### src/rtl/dacfe_pkg.sv
`timescale 1ns/1ps
package dacfe_pkg;
  typedef enum logic [1:0] {
    LD_NONE = 2'd0,
    LD_A    = 2'd1,
    LD_B    = 2'd2,
    LD_BOTH = 2'd3
  } load_mode_e;

  // Strobe decode: nothing moves while the select input is high.
  function automatic load_mode_e decode_mode(input logic sel_n,
                                             input logic la_n,
                                             input logic lb_n);
    if (sel_n) return LD_NONE;
    return load_mode_e'({!lb_n, !la_n});
  endfunction
endpackage

### src/rtl/dacfe_shifter.sv
`timescale 1ns/1ps
module dacfe_shifter #(
  parameter int LEN = 24
) (
  input  logic           shift_clk,
  input  logic           clr_n,
  input  logic           shift_en,
  input  logic           din,
  output logic [LEN-1:0] chain_q
);
  // A new bit enters at the top position; older bits move toward position 0.
  always_ff @(negedge shift_clk or negedge clr_n) begin
    if (!clr_n)        chain_q <= '0;
    else if (shift_en) chain_q <= {din, chain_q[LEN-1:1]};
  end
endmodule

### src/rtl/dacfe_hold.sv
`timescale 1ns/1ps
module dacfe_hold #(
  parameter int W = 12
) (
  input  logic         shift_clk,
  input  logic         clr_n,
  input  logic         load,
  input  logic [W-1:0] half_raw,
  output logic [W-1:0] code_q
);
  // The top position of the half is the LSB of the code.
  function automatic logic [W-1:0] flip(input logic [W-1:0] v);
    logic [W-1:0] r;
    for (int i = 0; i < W; i++) r[i] = v[W-1-i];
    return r;
  endfunction

  always_ff @(negedge shift_clk or negedge clr_n) begin
    if (!clr_n)    code_q <= '0;
    else if (load) code_q <= flip(half_raw);
  end
endmodule

### src/rtl/serial_dual_dac_loader.sv
`timescale 1ns/1ps
module serial_dual_dac_loader #(
  parameter int CH_W = 12
) (
  input  logic            shift_clk,
  input  logic            clr_n,
  input  logic            sel_n,
  input  logic            ser_data,
  input  logic            ld_a_n,
  input  logic            ld_b_n,
  output logic [CH_W-1:0] code_a,
  output logic [CH_W-1:0] code_b
);
  import dacfe_pkg::*;

  localparam int NCH = 2;
  localparam int LEN = NCH * CH_W;

  load_mode_e           mode;
  logic                 shift_en;
  logic [NCH-1:0]       load_vec;
  logic [LEN-1:0]       sr_q;
  logic [CH_W-1:0]      code_arr [NCH];

  assign mode     = decode_mode(sel_n, ld_a_n, ld_b_n);
  assign shift_en = !sel_n;
  assign load_vec = mode;   // bit 0: channel A, bit 1: channel B

  dacfe_shifter #(.LEN(LEN)) u_shift (
    .shift_clk (shift_clk),
    .clr_n     (clr_n),
    .shift_en  (shift_en),
    .din       (ser_data),
    .chain_q   (sr_q)
  );

  // Channel 0 (A) takes the upper half, channel 1 (B) the lower half.
  for (genvar ch = 0; ch < NCH; ch++) begin : g_ch
    dacfe_hold #(.W(CH_W)) u_hold (
      .shift_clk (shift_clk),
      .clr_n     (clr_n),
      .load      (load_vec[ch]),
      .half_raw  (sr_q[(NCH-ch)*CH_W-1 -: CH_W]),
      .code_q    (code_arr[ch])
    );
  end

  assign code_a = code_arr[0];
  assign code_b = code_arr[1];
endmodule

### config.mk
export PLATFORM = sky130hd
export DESIGN_NAME = serial_dual_dac_loader
export DESIGN_NICKNAME = d
export VERILOG_FILES = /design/src/rtl/dacfe_pkg.sv /design/src/rtl/dacfe_shifter.sv /design/src/rtl/dacfe_hold.sv /design/src/rtl/serial_dual_dac_loader.sv
export SDC_FILE = /design/constraint.sdc
export NUM_CORES = 1
export LEC_CHECK = 0
export ABC_AREA = 0
export BUFFER_PORTS_ARGS = -buffer_cell sky130_fd_sc_hd__buf_2
export CAP_MARGIN = 20
export CORE_ASPECT_RATIO = 0.7
export CORE_UTILIZATION = 45
export CTS_BUF_LIST = sky130_fd_sc_hd__clkbuf_4 sky130_fd_sc_hd__clkbuf_8
export DETAILED_ROUTE_END_ITERATION = 8
export GPL_ROUTABILITY_DRIVEN = 0
export HOLD_SLACK_MARGIN = 0.12
export PLACE_DENSITY = 0.71
export SETUP_SLACK_MARGIN = 0.5
export SYNTH_ARGS = -nofsm -noshare
export SYNTH_HDL_FRONTEND = slang
export SYNTH_SLANG_ARGS = --single-unit
### constraint.sdc
create_clock -name shift_clk -period 0.9 [get_ports shift_clk]
set_input_delay 0.135 -clock shift_clk [delete_from_list [all_inputs] [get_ports shift_clk]]
set_output_delay 0.135 -clock shift_clk [all_outputs]
set_load 0.05 [all_outputs]
==> impl_metrics.ini <==
[die]
die_x_um = 79.9
core_area_sq_um = 3990
dieArea_sq_um = 4510
die_h_um = 56.5
pin_count = 30
num_rows = 19
start_util_pct = 47.8

[logic_synthesis]
synth_top_area_cell = dfrtn_1
synth_common_cells = dfrtn_1, mux2_2, mux2_4
syn_avg_cell_area_sq_um = 18.5
yosysMostFrequentCell = dfrtn_1
synth-seq-area-share_pct = 62.9
synth_area_sq_um = 1910
ys_top_cells_by_area = dfrtn_1, mux2_2, mux2_4, buf_12, buf_6
yosysTopAreaCellShare_pct = 62.9
synth_cells = 103
ys_ff_latch = 48
synth_edf_count = 0
synth_ff_type = dfrtn_1
synth_nets = 109
yosysUniqueCellTypes = 7
async_reset_ff_share_pct = 100
synth_warnings = 0

[worst_setup_path]
r2r_slack_ns = -0.23
reg2reg_from = g_ch[1].u_hold.code_q[9]
critical_path_class = flop to output port
r2r-end = g_ch[1].u_hold.code_q[9]
worstPathMaxFanout = 2
crit_required_ns = 0.76
critPathTopFamily = flip-flops
critPathSlowestCell = dfrtn_1
crit_chain = buf_6
r2r_cells = 4
crit_buf_inv = 1
end_kind = output port
crit_arrival_ns = 1.38
cp-start-kind = flop
critPathMaxStageDelay_ns = 0.45

[global_route]
grt_use_total_pct = 18.0
gr-max-usage-layer = met2
use_met3_pct = 3.41
grtUsageMet1_pct = 25.8
antenna_found_initial = 0
grt_pass1_wl_mm = 5.95
grt_use_met2_pct = 26.7
grt_start_max_net_pins = 26
grt_overflow = 0
grt_pass1_vias = 1167

[clocking]
numCtsBuffers = 5
clock_latency_ns = 0.30
cts.sinks = 48
path_clk_slew_ns = 0.06
htreeDepth = 2
ctsHoldBuffers = 0
cts_max_path_buffers = 2
cts-root-buf = clkbuf_8
cts_tree = done

[job]
cap_violations = 0

[run_status]
violations = setup timing
status = finished with violations

[timing]
setup_viol = 72
slew_headroom_pct = 90.8
finalClockSkew_ns = 0.00241
worst_pin_slew_ns = 0.138
timing.final.ws_setup_ns = -0.617
finalHoldViolCount = 0
slew_violations = 0
rsz0062_at_grt = yes

[drt]
drt-initial-drc-count = 50
drtPass1Iterations = 4
viasPerCell = 4.85
vias = 1087
drc_errors = 0
drt-total-wl_mm = 3.76
ant_nets = 0
wire_per_inst_um = 16.8

[finish]
design_area_sq_um = 2850
nets = 177
diodes = 0
layout-drive-gt1-share_pct = 72.1
area_growth_pct = 49.3

[place]
place_area_sq_um = 2220
place_hpwl_mm = 2.13
io_buffers = 29

[min_path]
hp-class = primary input to asynchronous set/reset pin

[power_and_ir_drop]
finalPower_mw = 10.7
p_leak_nw = 1.41
vdd_drop_max_v = 0.00211
p_per_area_nw_per_um2 = 3760
sequential cells by signal, indices dropped and copies added, names as in the netlist:
register            count
g_ch.u_hold.code_q     24
u_shift.chain_q        24
report_power, final:
group	switching [mW]	leakage [nW]	total [mW]	internal, mW
sequential	0.779	0.582	3.95	3.17
clock	0.686	0.0586	1.54	0.855
combinational	2.47	0.769	5.22	2.74
worst max path at each step:
stage / slack [ns] / cells past startpoint / startpoint / endpoint
after floorplan: -0.53 / 4 / sel_n / g_ch[0].u_hold.code_q[10]
after global placement: -0.59 / 4 / sel_n / g_ch[1].u_hold.code_q[0]
after detailed placement: -0.62 / 4 / sel_n / g_ch[1].u_hold.code_q[0]
after CTS: -0.62 / 1 / g_ch[0].u_hold.code_q[10] / code_a[10]
after global routing: -0.65 / 1 / g_ch[1].u_hold.code_q[4] / code_b[4]
final: -0.62 / 1 / g_ch[1].u_hold.code_q[4] / code_b[4]
final cells by class:
class	instances	area [sq um]
Tap cell	52	65.1
Clock buffer	6	76.3
Clock inverter	2	35.0
Fill cell	236	1140
Sequential cell	48	1200
Multi-Input combinational cell	50	724
Timing Repair Buffer	66	749
kinds of logic (layout without fill, tap and decap cells):
group,Yosys count,after routing,synth area share (%)
DFF,48,48,62.9
and+or+nand+nor,2,2,1.18
muxes,48,48,32.2
buffers and inverters,5,74,3.67
metrics by stage:
stage / TNS (ns) / utilization (%) / setup WS [ns] / hold WS, ns / std cells
floorplan: -30.05 / - / -0.526 / 0.181 / 103
CTS: -24.38 / 68.4 / -0.615 / 0.146 / 214
detailed placement: -36.23 / 55.6 / -0.619 / 0.451 / 195
global route: -25.68 / 71.4 / -0.650 / 0.154 / 224
global placement: -34.86 / 55.6 / -0.588 / 0.448 / 195
finish: -24.75 / 71.4 / -0.617 / 0.141 / 224
cell usage in the layout, fill, tap and decap left out:
| cell type | instances |
|---|---|
| dfrtn_1 | 48 |
| mux2_4 | 43 |
| buf_6 | 29 |
| buf_4 | 23 |
| buf_12 | 7 |
| mux2_2 | 5 |
| clkbuf_8 | 5 |
| buf_8 | 3 |
| nor2_4 | 2 |
| buf_16 | 2 |
| buf_2 | 2 |
| clkbuf_4 | 1 |
| clkinv_2 | 1 |
| bufinv_16 | 1 |
metal layers:
layer  routed length [um]  up-vias
met2                 1860       16
met5                    0        -
met1                 1780      574
li1                     -      492
met3                   67        5
met4                   49        0
repair_timing:
action	in CTS	in global routing
pin swaps	2	2
gates cloned	2	0
resized for setup	84	8
setup buffers	9	10
setup endpoints to repair	72	72
(Power assumes the default switching activity.)
